==> src/rtl/fader_pkg.sv <==
package fader_pkg;

   typedef enum logic [1:0] {
      DIR_HOLD = 2'd0,
      DIR_UP   = 2'd1,
      DIR_DOWN = 2'd2
   } fade_dir_e;

   // Duty for step k of an nsteps-long curve reaching dmax at the last step.
   function automatic int unsigned curve_duty(input int unsigned k,
                                              input int unsigned nsteps,
                                              input int unsigned dmax,
                                              input bit          square);
      int unsigned last;
      last = nsteps - 1;
      if (square)
         return (k * k * dmax) / (last * last);
      else
         return (k * dmax) / last;
   endfunction

endpackage

==> src/rtl/fader_delay.sv <==
module fader_delay #(
   parameter int CW = 17
) (
   input  logic          clk,
   input  logic          rst_n,
   input  logic          run,
   input  logic          tick,
   input  logic          arm,
   input  logic          cancel,
   input  logic [CW-1:0] dly,
   output logic          fire
);
   logic          pending_q;
   logic [CW-1:0] cnt_q;

   assign fire = run && pending_q && (cnt_q == '0) && !arm && !cancel;

   always_ff @(posedge clk) begin
      if (!rst_n) begin
         pending_q <= 1'b0;
         cnt_q     <= '0;
      end else if (run) begin
         if (cancel) begin
            pending_q <= 1'b0;
         end else if (arm) begin
            pending_q <= 1'b1;
            cnt_q     <= dly;
         end else if (pending_q) begin
            if (cnt_q == '0)
               pending_q <= 1'b0;
            else if (tick)
               cnt_q <= cnt_q - CW'(1);
         end
      end
   end

   // a start is issued once per arming
   p_single_fire_r8: assert property (@(posedge clk) disable iff (!rst_n)
      fire |=> !fire);

endmodule

==> src/rtl/fader_pwm.sv <==
module fader_pwm #(
   parameter int DUTY_W   = 7,
   parameter int FREQ_W   = 5,
   parameter int DIV_UNIT = 4
) (
   input  logic              clk,
   input  logic              rst_n,
   input  logic [FREQ_W-1:0] freq,
   input  logic [DUTY_W-1:0] duty_in,
   output logic              pwm
);
   localparam int DMAX   = (1 << DUTY_W) - 1;
   localparam int NCODES = 1 << FREQ_W;
   localparam int DIVW   = $clog2(DIV_UNIT * NCODES + 1);

   logic [DIVW-1:0]   div_q;
   logic [DIVW-1:0]   lim;
   logic              slot_en;
   logic              wrap;
   logic [DUTY_W-1:0] slot_q;
   logic [DUTY_W-1:0] duty_q;

   assign lim     = DIVW'(DIV_UNIT) * (DIVW'(NCODES) - DIVW'(freq)) - DIVW'(1);
   assign slot_en = (div_q >= lim);
   assign wrap    = slot_en && (slot_q == DUTY_W'(DMAX - 1));
   assign pwm     = (slot_q < duty_q);

   always_ff @(posedge clk) begin
      if (!rst_n) begin
         div_q  <= '0;
         slot_q <= '0;
         duty_q <= '0;
      end else begin
         div_q <= slot_en ? '0 : div_q + DIVW'(1);
         if (slot_en) begin
            if (wrap) begin
               slot_q <= '0;
               duty_q <= duty_in;
            end else begin
               slot_q <= slot_q + DUTY_W'(1);
            end
         end
      end
   end

   // the applied duty only moves at a period boundary
   p_duty_boundary_r6: assert property (@(posedge clk) disable iff (!rst_n)
      !wrap |=> $stable(duty_q));

endmodule

==> src/rtl/fader_chan.sv <==
module fader_chan
   import fader_pkg::*;
#(
   parameter int NSTEPS       = 176,
   parameter int DUTY_W       = 7,
   parameter int SLEW_W       = 16,
   parameter bit CURVE_SQUARE = 1'b1
) (
   input  logic              clk,
   input  logic              rst_n,
   input  logic              run,
   input  logic              tick,
   input  logic              go_up,
   input  logic              go_down,
   input  logic [SLEW_W-1:0] slew_up,
   input  logic [SLEW_W-1:0] slew_dn,
   input  logic [DUTY_W-1:0] tgt_hi,
   input  logic [DUTY_W-1:0] tgt_lo,
   output logic [DUTY_W-1:0] duty
);
   localparam int IDX_W = $clog2(NSTEPS);
   localparam int LAST  = NSTEPS - 1;
   localparam int DMAX  = (1 << DUTY_W) - 1;

   logic [DUTY_W-1:0] lut [NSTEPS];

   generate
      if (CURVE_SQUARE) begin : g_square
         for (genvar i = 0; i < NSTEPS; i++) begin : g_ent
            assign lut[i] = DUTY_W'(curve_duty(i, NSTEPS, DMAX, 1'b1));
         end
      end else begin : g_linear
         for (genvar i = 0; i < NSTEPS; i++) begin : g_ent
            assign lut[i] = DUTY_W'(curve_duty(i, NSTEPS, DMAX, 1'b0));
         end
      end
   endgenerate

   logic [IDX_W-1:0]  idx_q;
   fade_dir_e         dir_q;
   logic [SLEW_W-1:0] cnt_q;
   logic [SLEW_W-1:0] slew_sel;
   logic              at_hi, at_lo, step_due;

   assign duty     = lut[idx_q];
   assign slew_sel = (dir_q == DIR_UP) ? slew_up : slew_dn;
   assign at_hi    = (duty >= tgt_hi) || (idx_q == IDX_W'(LAST));
   assign at_lo    = (duty <= tgt_lo) || (idx_q == '0);
   assign step_due = (cnt_q >= slew_sel);

   always_ff @(posedge clk) begin
      if (!rst_n) begin
         idx_q <= '0;
         dir_q <= DIR_HOLD;
         cnt_q <= '0;
      end else if (run) begin
         if (go_down) begin
            dir_q <= DIR_DOWN;
            cnt_q <= '0;
         end else if (go_up) begin
            dir_q <= DIR_UP;
            cnt_q <= '0;
         end else if (tick) begin
            unique case (dir_q)
               DIR_UP: begin
                  if (at_hi) begin
                     dir_q <= DIR_HOLD;
                     cnt_q <= '0;
                  end else if (step_due) begin
                     cnt_q <= '0;
                     idx_q <= idx_q + IDX_W'(1);
                  end else begin
                     cnt_q <= cnt_q + SLEW_W'(1);
                  end
               end
               DIR_DOWN: begin
                  if (at_lo) begin
                     dir_q <= DIR_HOLD;
                     cnt_q <= '0;
                  end else if (step_due) begin
                     cnt_q <= '0;
                     idx_q <= idx_q - IDX_W'(1);
                  end else begin
                     cnt_q <= cnt_q + SLEW_W'(1);
                  end
               end
               default: cnt_q <= '0;
            endcase
         end
      end
   end

   // the step index stays on the curve
   p_idx_range_r2: assert property (@(posedge clk) disable iff (!rst_n)
      idx_q <= IDX_W'(LAST));

   // a reversal continues from the current step, one step at a time
   p_step_unit_r11: assert property (@(posedge clk) disable iff (!rst_n)
      (idx_q == $past(idx_q)) || (idx_q == $past(idx_q) + IDX_W'(1)) ||
      (idx_q == $past(idx_q) - IDX_W'(1)));

   // nothing moves while halted
   p_halt_r9: assert property (@(posedge clk) disable iff (!rst_n)
      !run |=> $stable(idx_q) && $stable(dir_q));

endmodule

==> src/rtl/fader_top.sv <==
module fader_top #(
   parameter int WORD_W       = 16,
   parameter int DUTY_W       = 7,
   parameter int FREQ_W       = 5,
   parameter int FREQ_LSB     = 7,
   parameter int SLEW_W       = 16,
   parameter int DLY_W        = 16,
   parameter int NSTEPS       = 176,
   parameter int TICK_DIV     = 1000,
   parameter int DIV_UNIT     = 4,
   parameter bit CURVE_SQUARE = 1'b1
) (
   input  logic              clk,
   input  logic              rst_n,
   input  logic              mode_i,
   input  logic              run_start_i,
   input  logic              run_en_i,
   input  logic              trig_i,
   input  logic [WORD_W-1:0] prm_lo_i,
   input  logic [WORD_W-1:0] prm_hi_i,
   input  logic [WORD_W-1:0] prm_freq_i,
   input  logic [SLEW_W-1:0] prm_slew_up_i,
   input  logic [SLEW_W-1:0] prm_slew_dn_i,
   input  logic [DLY_W-1:0]  prm_dly0_i,
   input  logic [DLY_W-1:0]  prm_dly_com_i,
   output logic [1:0]        pwm_o,
   output logic              pwm_oe_o
);
   localparam int NCH  = 2;
   localparam int TW   = $clog2(TICK_DIV);
   localparam int CW   = DLY_W + 1;

   initial begin
      a_word_fits: assert (FREQ_LSB + FREQ_W <= WORD_W && DUTY_W <= WORD_W)
         else $error("parameter fields exceed word width");
      a_tick_div: assert (TICK_DIV >= 2) else $error("TICK_DIV below 2");
      a_steps: assert (NSTEPS >= 2 && NSTEPS <= (1 << DUTY_W) * 4)
         else $error("NSTEPS out of range");
   end

   logic          run;
   logic [TW-1:0] tcnt_q;
   logic          tick;
   logic [2:0]    trig_sync_q;
   logic          rise, fall;

   assign run  = run_start_i & run_en_i;
   assign tick = (tcnt_q == TW'(TICK_DIV - 1));
   assign rise = run && trig_sync_q[1] && !trig_sync_q[2];
   assign fall = run && !trig_sync_q[1] && trig_sync_q[2];

   always_ff @(posedge clk) begin
      if (!rst_n) begin
         tcnt_q      <= '0;
         trig_sync_q <= '0;
      end else begin
         tcnt_q      <= tick ? '0 : tcnt_q + TW'(1);
         trig_sync_q <= {trig_sync_q[1:0], trig_i};
      end
   end

   logic [CW-1:0]     dly [NCH];
   logic [NCH-1:0]    start;
   logic [NCH-1:0]    pwm_raw;
   logic [DUTY_W-1:0] duty [NCH];

   assign dly[0] = CW'(prm_dly0_i);
   assign dly[1] = CW'(prm_dly0_i) + CW'(prm_dly_com_i);

   generate
      for (genvar c = 0; c < NCH; c++) begin : g_ch
         fader_delay #(.CW(CW)) u_dly (
            .clk(clk), .rst_n(rst_n), .run(run), .tick(tick),
            .arm(rise), .cancel(fall), .dly(dly[c]), .fire(start[c])
         );
         fader_chan #(
            .NSTEPS(NSTEPS), .DUTY_W(DUTY_W), .SLEW_W(SLEW_W),
            .CURVE_SQUARE(CURVE_SQUARE)
         ) u_chan (
            .clk(clk), .rst_n(rst_n), .run(run), .tick(tick),
            .go_up(start[c]), .go_down(fall),
            .slew_up(prm_slew_up_i), .slew_dn(prm_slew_dn_i),
            .tgt_hi(prm_hi_i[DUTY_W-1:0]), .tgt_lo(prm_lo_i[DUTY_W-1:0]),
            .duty(duty[c])
         );
         fader_pwm #(.DUTY_W(DUTY_W), .FREQ_W(FREQ_W), .DIV_UNIT(DIV_UNIT)) u_pwm (
            .clk(clk), .rst_n(rst_n),
            .freq(prm_freq_i[FREQ_LSB +: FREQ_W]),
            .duty_in(duty[c]), .pwm(pwm_raw[c])
         );
      end
   endgenerate

   assign pwm_oe_o = mode_i;
   assign pwm_o    = mode_i ? pwm_raw : '0;

   // programming mode leaves the pins quiet
   p_prog_quiet_r10: assert property (@(posedge clk) disable iff (!rst_n)
      !mode_i |-> (pwm_o == 2'b00) && !pwm_oe_o);

   // a fall never coincides with a delayed start
   p_fall_cancels_r8: assert property (@(posedge clk) disable iff (!rst_n)
      fall |-> (start == '0));

endmodule

==> config.mk <==
export PLATFORM = sky130hd
export DESIGN_NAME = fader_top
export DESIGN_NICKNAME = d
export VERILOG_FILES = /design/src/rtl/fader_pkg.sv /design/src/rtl/fader_delay.sv /design/src/rtl/fader_pwm.sv /design/src/rtl/fader_chan.sv /design/src/rtl/fader_top.sv
export SDC_FILE = /design/constraint.sdc
export NUM_CORES = 1
export LEC_CHECK = 0
export BUFFER_PORTS_ARGS = -buffer_cell sky130_fd_sc_hd__buf_2
export CAP_MARGIN = 20
export CORE_MARGIN = 4
export CORE_UTILIZATION = 59
export DETAILED_ROUTE_END_ITERATION = 6
export PLACE_DENSITY_LB_ADDON = 0.12
export SYNTH_ARGS = -nofsm -noshare
export SYNTH_HDL_FRONTEND = slang
export SYNTH_SLANG_ARGS = --single-unit
==> constraint.sdc <==
create_clock -name clk -period 10.4 [get_ports clk]
set_input_delay 0.52 -clock clk [delete_from_list [all_inputs] [get_ports clk]]
set_output_delay 0.52 -clock clk [all_outputs]
set_load 0.005 [all_outputs]
==> flow_metrics.env, run 1 <==
export IMPL_combPwrFrac=0.110
export IMPL_drv_cap=0
export IMPL_cts_resized=0
export IMPL_synth_nets=1916
export IMPL_cp_max_fo=15
export IMPL_io_pins=121
export IMPL_postSynth_asyncResetShare=0
export IMPL_setup_ws_ns=5.08
export IMPL_grt_antenna_before_repair=0
export IMPL_ant_nets=0
export IMPL_holdBufCountCts=0
export IMPL_yosysSeqAreaShare=0.226
export IMPL_start_util=0.606
export IMPL_drt_initial_drc_count=1070
export IMPL_ys_top_cells_by_area="dfxtp_1 (23%), ha_1 (14%), nor2_1 (5.2%)"
export IMPL_r2r_setup_slack_ns=5.08
export IMPL_synthFlopType="dfxtp_1"
export IMPL_synth_ff_latch_count=145
export IMPL_sw_frac_of_total=0.274
export IMPL_fmax_mhz=188
export IMPL_diodes=0
export IMPL_synth_cell_type_count=85
export IMPL_cp_required_ns=10.77
export IMPL_grt_max_degree=54
export IMPL_grt_pass1_wl_mm=54.6
export IMPL_grtUsageTotal=0.267
export IMPL_remaining_drc_errors=0
export IMPL_cts_root_buffer_cell="clkbuf_16"
export IMPL_crit_path_end_kind="flip-flop"
export IMPL_power_uw=1360
export IMPL_fin_cells=1966
export IMPL_critPathKind="reg2reg"
export IMPL_power_frac_seq=0.416
export IMPL_yosysTopAreaCell="dfxtp_1"
export IMPL_overflow=0
export IMPL_synth_edf_count=0
export IMPL_place_hpwl_mm=23.5
export IMPL_synth_top_family_by_area="simple AND/OR/NAND/NOR gates"
export IMPL_die_w_microns=156
export IMPL_start_kind="flip-flop"
export IMPL_rsz0062_at_grt="false"
export IMPL_io_buffers=91
export IMPL_die_area_sq_um=24200
export IMPL_post_place_ws_ns=5.15
export IMPL_p_int_uw=990
export IMPL_syn_cell_area_sq_um=12900
export IMPL_ctsHtreeMaxLevel=4
export IMPL_fin_area_sq_um=14000
export IMPL_nets=1947
export IMPL_clockBufferDepth=2
export IMPL_fin_worst_skew_ns=0.0124
export IMPL_routed_via_count=12200
export IMPL_tns_ns=0
export IMPL_clock_latency_ns=0.45
export IMPL_avgSynthCellArea_sq_um=7.81
export IMPL_drive_above_1_share=0.0976
export IMPL_slew_viol_final=0
export IMPL_outcome="complete, no violations"
export IMPL_synth_adder_area_share=0.149
export IMPL_via_per_inst=6.21
export IMPL_gp_congestion=0.901
export IMPL_clk_pin_slew_ns=0.07
export IMPL_p_per_area_nw_per_um2=97.6
export IMPL_cp_arrival_ns=5.70
export IMPL_min_path_type="in2reg"
export IMPL_synth_mux_area_frac=0.0474
export IMPL_ir_drop_uv=114
export IMPL_post_place_cells=1934
export IMPL_grt_pass1_vias=11400
export IMPL_synth_top_area_share=0.226
export IMPL_post_synth_inst_count=1647
export IMPL_placementRows=53
export IMPL_synth_compound_area_frac=0.227
export IMPL_cts_buffers=17
export IMPL_postCtsSetupBuffers=0
export IMPL_wl_per_cell_microns=16.6
export IMPL_power_frac_clock=0.475
export IMPL_die_y_microns=156
export IMPL_core_sq_um=21200
export IMPL_setup_viol=0
export IMPL_maxSlewHeadroom=0.227
export IMPL_cts_tree="done"
export IMPL_hold_viol_final=0
export IMPL_synth_xor_area_share=0.0654
export IMPL_clock_sinks=145
export IMPL_drt_first_pass_iters=6
export IMPL_synth_simple_gate_area_frac=0.235
export IMPL_placed_cell_area_sq_um=13400
export IMPL_yosys_warnings=0
export IMPL_finalCritPeriodShare=0.512
export IMPL_wirelength_mm=32.6
export IMPL_area_delta_synth_final_pct=8.74
export IMPL_power_switching_uw=374
export IMPL_worstMarginPinSlew_ns=1.16
export IMPL_min_period_ns=5.32
export IMPL_total_leakage_power_uw=0.00575
==> state kept, by name, indices dropped and copies added, names as in the netlist <==
register,flops
g_ch.u_chan.cnt_q,32
g_ch.u_chan.idx_q,16
g_ch.u_dly.cnt_q,34
g_ch.u_pwm.div_q,16
g_ch.u_pwm.duty_q,14
g_ch.u_pwm.slot_q,14
tcnt_q,10
trig_sync_q,3
g_ch.u_dly.pending_q,2
g_ch.u_chan.dir_q,4
==> synth_stat cells (6+ instances only) <==
master    instances
nor2_1          177
ha_1            148
dfxtp_1         145
nand2_1         105
a21oi_1         104
o21ai_0          89
nand3_1          73
inv_1            72
clkbuf_1         62
xor2_1           58
mux2i_1          44
nor3_1           39
xnor2_1          38
a211oi_1         32
and3_1           30
o211ai_1         29
a31oi_1          28
nand2b_1         28
nand4_1          26
a21o_1           24
nor4_1           19
nor2b_1          17
and2_1           15
and4_1           14
or3_1            14
buf_2            13
o21a_1           13
buf_1            12
o22ai_1          12
o31ai_1          12
a211o_1          10
a22oi_1          10
o211a_1           8
a41oi_1           7
a221oi_1          6
a311oi_1          6
o41ai_1           6
==> final timing paths <==
check,depth (start not counted),startpoint,end
max reg2reg,15,g_ch[1].u_chan.idx_q[1],g_ch[1].u_chan.cnt_q[12]
min,2,trig_i,trig_sync_q[0]
min reg2reg,1,trig_sync_q[0],trig_sync_q[1]
max,15,g_ch[1].u_chan.idx_q[1],g_ch[1].u_chan.cnt_q[12]
==> routing by layer <==
layer	track usage	wire (microns)	up-vias
met5	0	0	-
met4	0.0850	605	0
met3	0.0377	1630	48
met2	0.444	15400	317
met1	0.358	14900	5705
li1	-	-	6138
==> cells in the final DEF, fill, tap and decap left out, drive strengths merged, types with 40 or more instances in the layout <==
| cell | n |
|---|---|
| nor2 | 178 |
| ha | 148 |
| dfxtp | 145 |
| nand2 | 106 |
| a21oi | 104 |
| buf | 102 |
| o21ai | 90 |
| inv | 77 |
| nand3 | 73 |
| xor2 | 58 |
| mux2i | 44 |
| nor3 | 40 |
==> layout make-up <==
type	instances	area (sq um)
well taps	275	344
repair buffers	102	538
multi-input cells	1338	9310
fillers	1890	7240
clock buffers	18	439
clock inverters	14	175
inverters	74	278
flip-flops and latches	145	2900
==> critical path, cell delays in order (launching register included) <==
cell and delay, ns:
dfxtp_1 0.46, inv_1 0.26, ha_1 0.53, inv_1 0.17, mux2_2 0.29, mux4_2 0.46, o211a_1 0.22, o31a_1 0.33
ha_1 0.22, a211o_1 0.25, a31oi_1 0.16, o211ai_1 0.21, o22ai_1 0.24, nor4b_1 0.72, o21ai_1 0.51, nor2_1 0.22
==> through the flow <==
step | util | hold slack, ns
2_1_floorplan | - | 0.412
3_3_place_gp | 0.630 | 0.417
3_5_place_dp | 0.630 | 0.419
4_1_cts | 0.659 | 0.279
5_1_grt | 0.659 | 0.307
6_report | 0.659 | 0.285
==> power groups by stage <==
stage	clock, uW	combinational, uW	sequential [uW]
2_1_floorplan	0	98.9	578
3_3_place_gp	0	143	579
3_5_place_dp	0	147	579
4_1_cts	654	149	567
5_1_grt	675	170	568
6_report	648	149	567
==> kinds of logic after synthesis <==
group                      count (synthesis)
AOI/OAI and AO/OA                        442
buffers and inverters                    164
adders and majority gates                151
DFF                                      145
muxes                                     54
xor gates and xnor gates                  96
and+or+nand+nor                          595
(Power assumes the default switching activity.)
==> run 2, diff against run 1 <==
CORE_UTILIZATION = 56   (was 59)
clock period = 4.44 ns   (was 10.4 ns; I/O delays follow)
==> run 2 against run 1 <==
  * Clock skew grew 0.0027 ns
  * Maximum frequency grew 27%
  * Sequential power increased by 130%
  * Setup slack lost 4.8 ns
  * First-iteration DRC count decreased by 7.5%
  * Final area up 3.1%
  * Hold slack got worse by 0.16 ns
  * Critical endpoint is now g_ch[0].u_chan.idx_q[2]
  * Largest cell class unchanged
==> flow_metrics.env, run 2 (synthesis results as in run 1) <==
export IMPL_outcome="complete, no violations"
export IMPL_start_util=0.568
export IMPL_drt_first_pass_iters=5
export IMPL_placed_cell_area_sq_um=13700
export IMPL_grt_pass1_vias=11800
export IMPL_worstReg2RegEnd="g_ch[0].u_chan.idx_q[2]"
export IMPL_grtUsageTotal=0.258
export IMPL_slew_viol_final=0
export IMPL_grt_pass1_wl_mm=56.6
export IMPL_clk_pin_slew_ns=0.06
export IMPL_drv_cap=0
export IMPL_place_hpwl_mm=24.8
export IMPL_io_pins=121
export IMPL_diodes=0
export IMPL_regMostFlops="g_ch.u_dly.cnt_q"
export IMPL_placementRows=55
export IMPL_final_common_cell="nor2_1"
export IMPL_final_cell_mix="nor2_1 (176), ha_1 (147), dfxtp_1 (143)"
export IMPL_clock_latency_ns=0.44
export IMPL_worstMarginPinSlew_ns=0.946
export IMPL_hold_end="g_ch[0].u_dly.cnt_q[0]"
export IMPL_fin_worst_skew_ns=0.0151
export IMPL_largest_reg_flops=34
export IMPL_grt_antenna_before_repair=0
export IMPL_die_y_microns=160
export IMPL_hold_path_startpoint="prm_dly0_i[0]"
export IMPL_rr_startpoint="g_ch[0].u_chan.idx_q[1]"
export IMPL_cp_max_fo=9
export IMPL_grt_max_degree=53
export IMPL_hold_viol_final=0
export IMPL_r2r_setup_slack_ns=0.25
export IMPL_crit_path_end_kind="flip-flop"
export IMPL_hold_depth=3
export IMPL_p_per_area_nw_per_um2=227
export IMPL_r2r_cells=15
export IMPL_ir_drop_uv=213
export IMPL_cts_tree="done"
export IMPL_cts_buffers=17
export IMPL_via_per_inst=6.20
export IMPL_setup_viol=0
export IMPL_critPathKind="reg2reg"
export IMPL_power_uw=3270
export IMPL_clockBufferDepth=2
export IMPL_cp_arrival_ns=4.54
export IMPL_drt_initial_drc_count=990
export IMPL_overflow=0
export IMPL_io_buffers=91
export IMPL_total_leakage_power_uw=0.00600
export IMPL_ctsHtreeMaxLevel=4
export IMPL_core_sq_um=22600
export IMPL_area_delta_synth_final_pct=12.1
export IMPL_clock_sinks=145
export IMPL_min_period_ns=4.19
export IMPL_die_area_sq_um=25400
export IMPL_min_path_type="in2reg"
export IMPL_remaining_drc_errors=0
export IMPL_routed_via_count=12500
export IMPL_fin_area_sq_um=14400
export IMPL_tns_ns=0
export IMPL_cp_required_ns=4.79
export IMPL_wirelength_mm=33.9
export IMPL_rsz0062_at_grt="false"
export IMPL_finalCritPeriodShare=0.944
export IMPL_cp_startpoint="g_ch[0].u_chan.idx_q[1]"
export IMPL_maxSlewHeadroom=0.368
export IMPL_cts_root_buffer_cell="clkbuf_16"
export IMPL_fmax_mhz=238
export IMPL_start_kind="flip-flop"
export IMPL_nets=1991
export IMPL_ant_nets=0
export IMPL_gp_congestion=0.899
export IMPL_drive_above_1_share=0.124
export IMPL_top_regs="g_ch.u_dly.cnt_q: 34 flops, g_ch.u_chan.cnt_q: 32 flops"
export IMPL_die_w_microns=160
export IMPL_wl_per_cell_microns=16.8
[run 2: cell type report]
cell class	instances	area, sq um
multi-input cells	1338	9340
fillers	2046	8230
flip-flops and latches	145	2910
repair buffers	146	900
clock buffers	17	425
well taps	285	357
inverters	74	278
clock inverters	15	211
[run 2: worst max-delay path by stage]
| stage | slack [ns] | cells past startpoint | end |
|---|---|---|---|
| 2_1_floorplan | 0.36 | 15 | g_ch[0].u_chan.idx_q[2] |
| 3_3_place_gp | 0.13 | 16 | g_ch[0].u_chan.cnt_q[0] |
| 3_5_place_dp | 0.04 | 16 | g_ch[0].u_chan.cnt_q[0] |
| 4_1_cts | 0.006 | 16 | g_ch[0].u_chan.cnt_q[0] |
| 5_1_grt | 0.006 | 15 | g_ch[0].u_chan.idx_q[2] |
| 6_report | 0.25 | 15 | g_ch[0].u_chan.idx_q[2] |
[run 2: repair_timing]
| action | 4_1_cts | 5_1_grt |
|---|---|---|
| resized for setup | 0 | 8 |
| endpoints found under the hold margin | 1 | 0 |
| setup buffers | 0 | 4 |
| hold buffers | 1 | 0 |
| endpoints found under the setup margin | 0 | 39 |
[run 2: critical path, stage by stage, from the launching register on]
cell and delay (ns):
dfxtp_2 0.39, inv_1 0.07, ha_2 0.38, nand2_1 0.10, a31o_2 0.26, mux4_2 0.47, a221oi_2 0.27, nor2_2 0.09
ha_1 0.28, nand3_1 0.09, o21a_1 0.12, o211a_1 0.23, a21oi_1 0.08, or4_4 0.60, or4_1 0.52, a21oi_1 0.15
[run 2: where the power goes]
group	total [uW]	internal (uW)	switching, uW
Combinational	357	147	210
Sequential	1330	1310	14.4
Clock	1590	914	673
Total	3270	2370	898
[run 2: metrics by stage]
step | worst slack [ns] | cells | utilization | hold slack, ns
final | 0.247 | 2020 | 0.637 | 0.128
after detailed placement | 0.0447 | 1982 | 0.605 | 0.436
after global routing | 0.00615 | 2020 | 0.637 | 0.157
after global placement | 0.131 | 1982 | 0.605 | 0.426
after CTS | 0.00569 | 2015 | 0.633 | 0.116
after floorplan | 0.363 | 1647 | - | 0.349
[run 2: routing by layer]
metal / up-vias / global-route usage / wire, microns
li1: 6227 / - / -
met1: 5898 / 0.345 / 15500
met2: 347 / 0.439 / 16100
met4: 0 / 0.0706 / 683
met5: - / 0 / 0
met3: 47 / 0.0324 / 1630
==> run 3, diff against run 2 <==
CELL_PAD_IN_SITES_DETAIL_PLACEMENT = 0   (was not set)
CELL_PAD_IN_SITES_GLOBAL_PLACEMENT = 1   (was not set)
CORE_UTILIZATION = 41   (was 56)
==> run 3 against run 2 <==
  * Flip-flop and latch count unchanged
  * Sequential share of layout area down 0.24 points
  * Critical path depth increased by 1
  * Setup slack gained 0.025 ns
  * Final cell count up 5.3%
  * Global-route usage down 4.7 points
  * Non-clock buffer count fell by 3
  * Via count is 2.1% lower
  * Register-to-register slack better by 0.03 ns
  * Largest cell class unchanged
  * Final area up 1.2%
  * Hold slack got worse by 0.0012 ns
  * Routed wire length up 7.0%
==> flow_metrics.env, run 3 (synthesis results as in run 1) <==
export IMPL_grt_pass1_wl_mm=59.5
export IMPL_final_common_cell="nor2_1"
export IMPL_ctsHtreeMaxLevel=4
export IMPL_fillers=3122
export IMPL_finish_utilization=0.474
export IMPL_place_hpwl_mm=26.8
export IMPL_ir_drop_uv=280
export IMPL_met3_length_mm=1.39
export IMPL_cp_startpoint="g_ch[0].u_chan.idx_q[1]"
export IMPL_cp_max_fo=14
export IMPL_cp_arrival_ns=4.55
export IMPL_area_delta_synth_final_pct=13.4
export IMPL_critical_path_top_delay_family="simple AND/OR/NAND/NOR gates"
export IMPL_fmax_mhz=240
export IMPL_die_area_sq_um=34300
export IMPL_cts_tree="done"
export IMPL_core_sq_um=30700
export IMPL_hold_path_startpoint="prm_dly0_i[0]"
export IMPL_io_pins=121
export IMPL_drt_first_pass_iters=5
export IMPL_grt_pass1_vias=11600
export IMPL_ant_nets=0
export IMPL_cts_buffers=17
export IMPL_fin_worst_skew_ns=0.0130
export IMPL_setup_viol=0
export IMPL_final_cell_mix="nor2_1 (176), ha_1 (144), dfxtp_1 (143)"
export IMPL_clockBufferDepth=2
export IMPL_maxSlewHeadroom=0.438
export IMPL_min_period_ns=4.17
export IMPL_largest_reg_flops=34
export IMPL_hold_viol_final=0
export IMPL_drt_initial_drc_count=667
export IMPL_top_layer="met4"
export IMPL_io_buffers=91
export IMPL_cpMostUsedCell="a21oi_1"
export IMPL_crit_buf_inv=2
export IMPL_tns_ns=0
export IMPL_routed_via_count=12300
export IMPL_cp_required_ns=4.82
export IMPL_die_y_microns=185
export IMPL_r2r_setup_slack_ns=0.27
export IMPL_gp_congestion=0.825
export IMPL_via_per_inst=5.76
export IMPL_p_per_area_nw_per_um2=231
export IMPL_cts_root_buffer_cell="clkbuf_16"
export IMPL_min_path_type="in2reg"
export IMPL_placementRows=64
export IMPL_wl_per_cell_microns=17.0
export IMPL_grt_max_degree=53
export IMPL_drive_above_1_share=0.124
export IMPL_slew_viol_final=0
export IMPL_diodes=0
export IMPL_overflow=0
export IMPL_start_kind="flip-flop"
export IMPL_worstMarginPinSlew_ns=0.837
export IMPL_regMostFlops="g_ch.u_dly.cnt_q"
export IMPL_rr_startpoint="g_ch[0].u_chan.idx_q[1]"
export IMPL_wl_met1_mm=17.2
export IMPL_remaining_drc_errors=0
export IMPL_wirelength_mm=36.2
export IMPL_nets=1988
export IMPL_grt_antenna_before_repair=0
export IMPL_top_regs="g_ch.u_dly.cnt_q: 34 flops, g_ch.u_chan.cnt_q: 32 flops"
export IMPL_crit_chain="inv_1 -> buf_4 -> ha_1 -> a211oi_1 -> a21oi_1 -> mux4_2 -> a221oi_2 -> nor2_2 -> ha_1 -> nand3b_1 -> a21oi_1 -> o211a_1 -> a21oi_1 -> or4_4 -> or4_1 -> a21oi_1"
export IMPL_finalCritPeriodShare=0.939
export IMPL_rsz0062_at_grt="false"
export IMPL_total_leakage_power_uw=0.00600
export IMPL_critPathKind="reg2reg"
export IMPL_clk_pin_slew_ns=0.07
export IMPL_clock_sinks=145
export IMPL_post_place_ws_ns=0.165
export IMPL_clock_latency_ns=0.45
export IMPL_outcome="complete, no violations"
export IMPL_slowest_delay_ns=0.58
export IMPL_start_util=0.418
export IMPL_setup_ws_ns=0.272
export IMPL_die_w_microns=185
export IMPL_drv_cap=0
export IMPL_grtUsageTotal=0.211
export IMPL_crit_path_top_delay_cell="or4_4"
export IMPL_wl_met2_mm=17.0
export IMPL_crit_path_end_kind="flip-flop"
-- run 3: stage by stage --
| step | total power, uW | instances | area [sq um] | hold slack, ns |
|---|---|---|---|---|
| after floorplan | 1590 | 1647 | 12900 | 0.349 |
| after global placement | 1710 | 2094 | 13800 | 0.424 |
| after detailed placement | 1720 | 2094 | 13800 | 0.418 |
| after CTS | 3410 | 2127 | 14500 | 0.104 |
| after global routing | 3500 | 2128 | 14600 | 0.114 |
| final | 3360 | 2128 | 14600 | 0.126 |
-- run 3: area by class of cell --
cell class	instances	area [sq um]	share of cell area
multi-input cells	1338	9360	0.642
inverters	74	278	0.0190
flip-flops and latches	145	2910	0.199
clock buffers	20	437	0.0299
well taps	396	495	0.0340
clock inverters	12	228	0.0156
repair buffers	143	881	0.0604
-- run 3: what timing repair did --
item / in CTS / in global routing
hold endpoints to repair: 1 / 0
setup buffers: 0 / 1
setup endpoints to repair: 0 / 35
hold buffers: 1 / 0
resized for setup: 0 / 17
-- run 3: metal layers --
metal / up-vias / global-route usage
li1: 6217 / -
met1: 5756 / 0.286
met2: 241 / 0.351
met3: 37 / 0.0291
met4: 0 / 0.0617
met5: - / 0
-- run 3: worst register-to-register path, delay by kind of cell, from the launching register on --
kind	cells	cell delay (ns)
fa+ha+maj	2	0.39
flops	1	0.33
compound gates	7	1.23
simple gates	4	1.35
mux	1	0.47
buf+inv	2	0.31
-- run 3: final timing paths --
check | to | depth (start not counted)
worst min register to register | trig_sync_q[1] | 1
worst max register to register | g_ch[0].u_chan.idx_q[2] | 16
worst max-delay path | g_ch[0].u_chan.idx_q[2] | 16
worst min-delay path | g_ch[0].u_dly.cnt_q[0] | 3
-- run 3: where the power goes --
| part | internal (uW) | switching, uW | leakage [uW] |
|---|---|---|---|
| sequential | 1310 | 14.3 | 0.00117 |
| combinational | 146 | 211 | 0.00451 |
| clock | 1060 | 617 | 0.000320 |
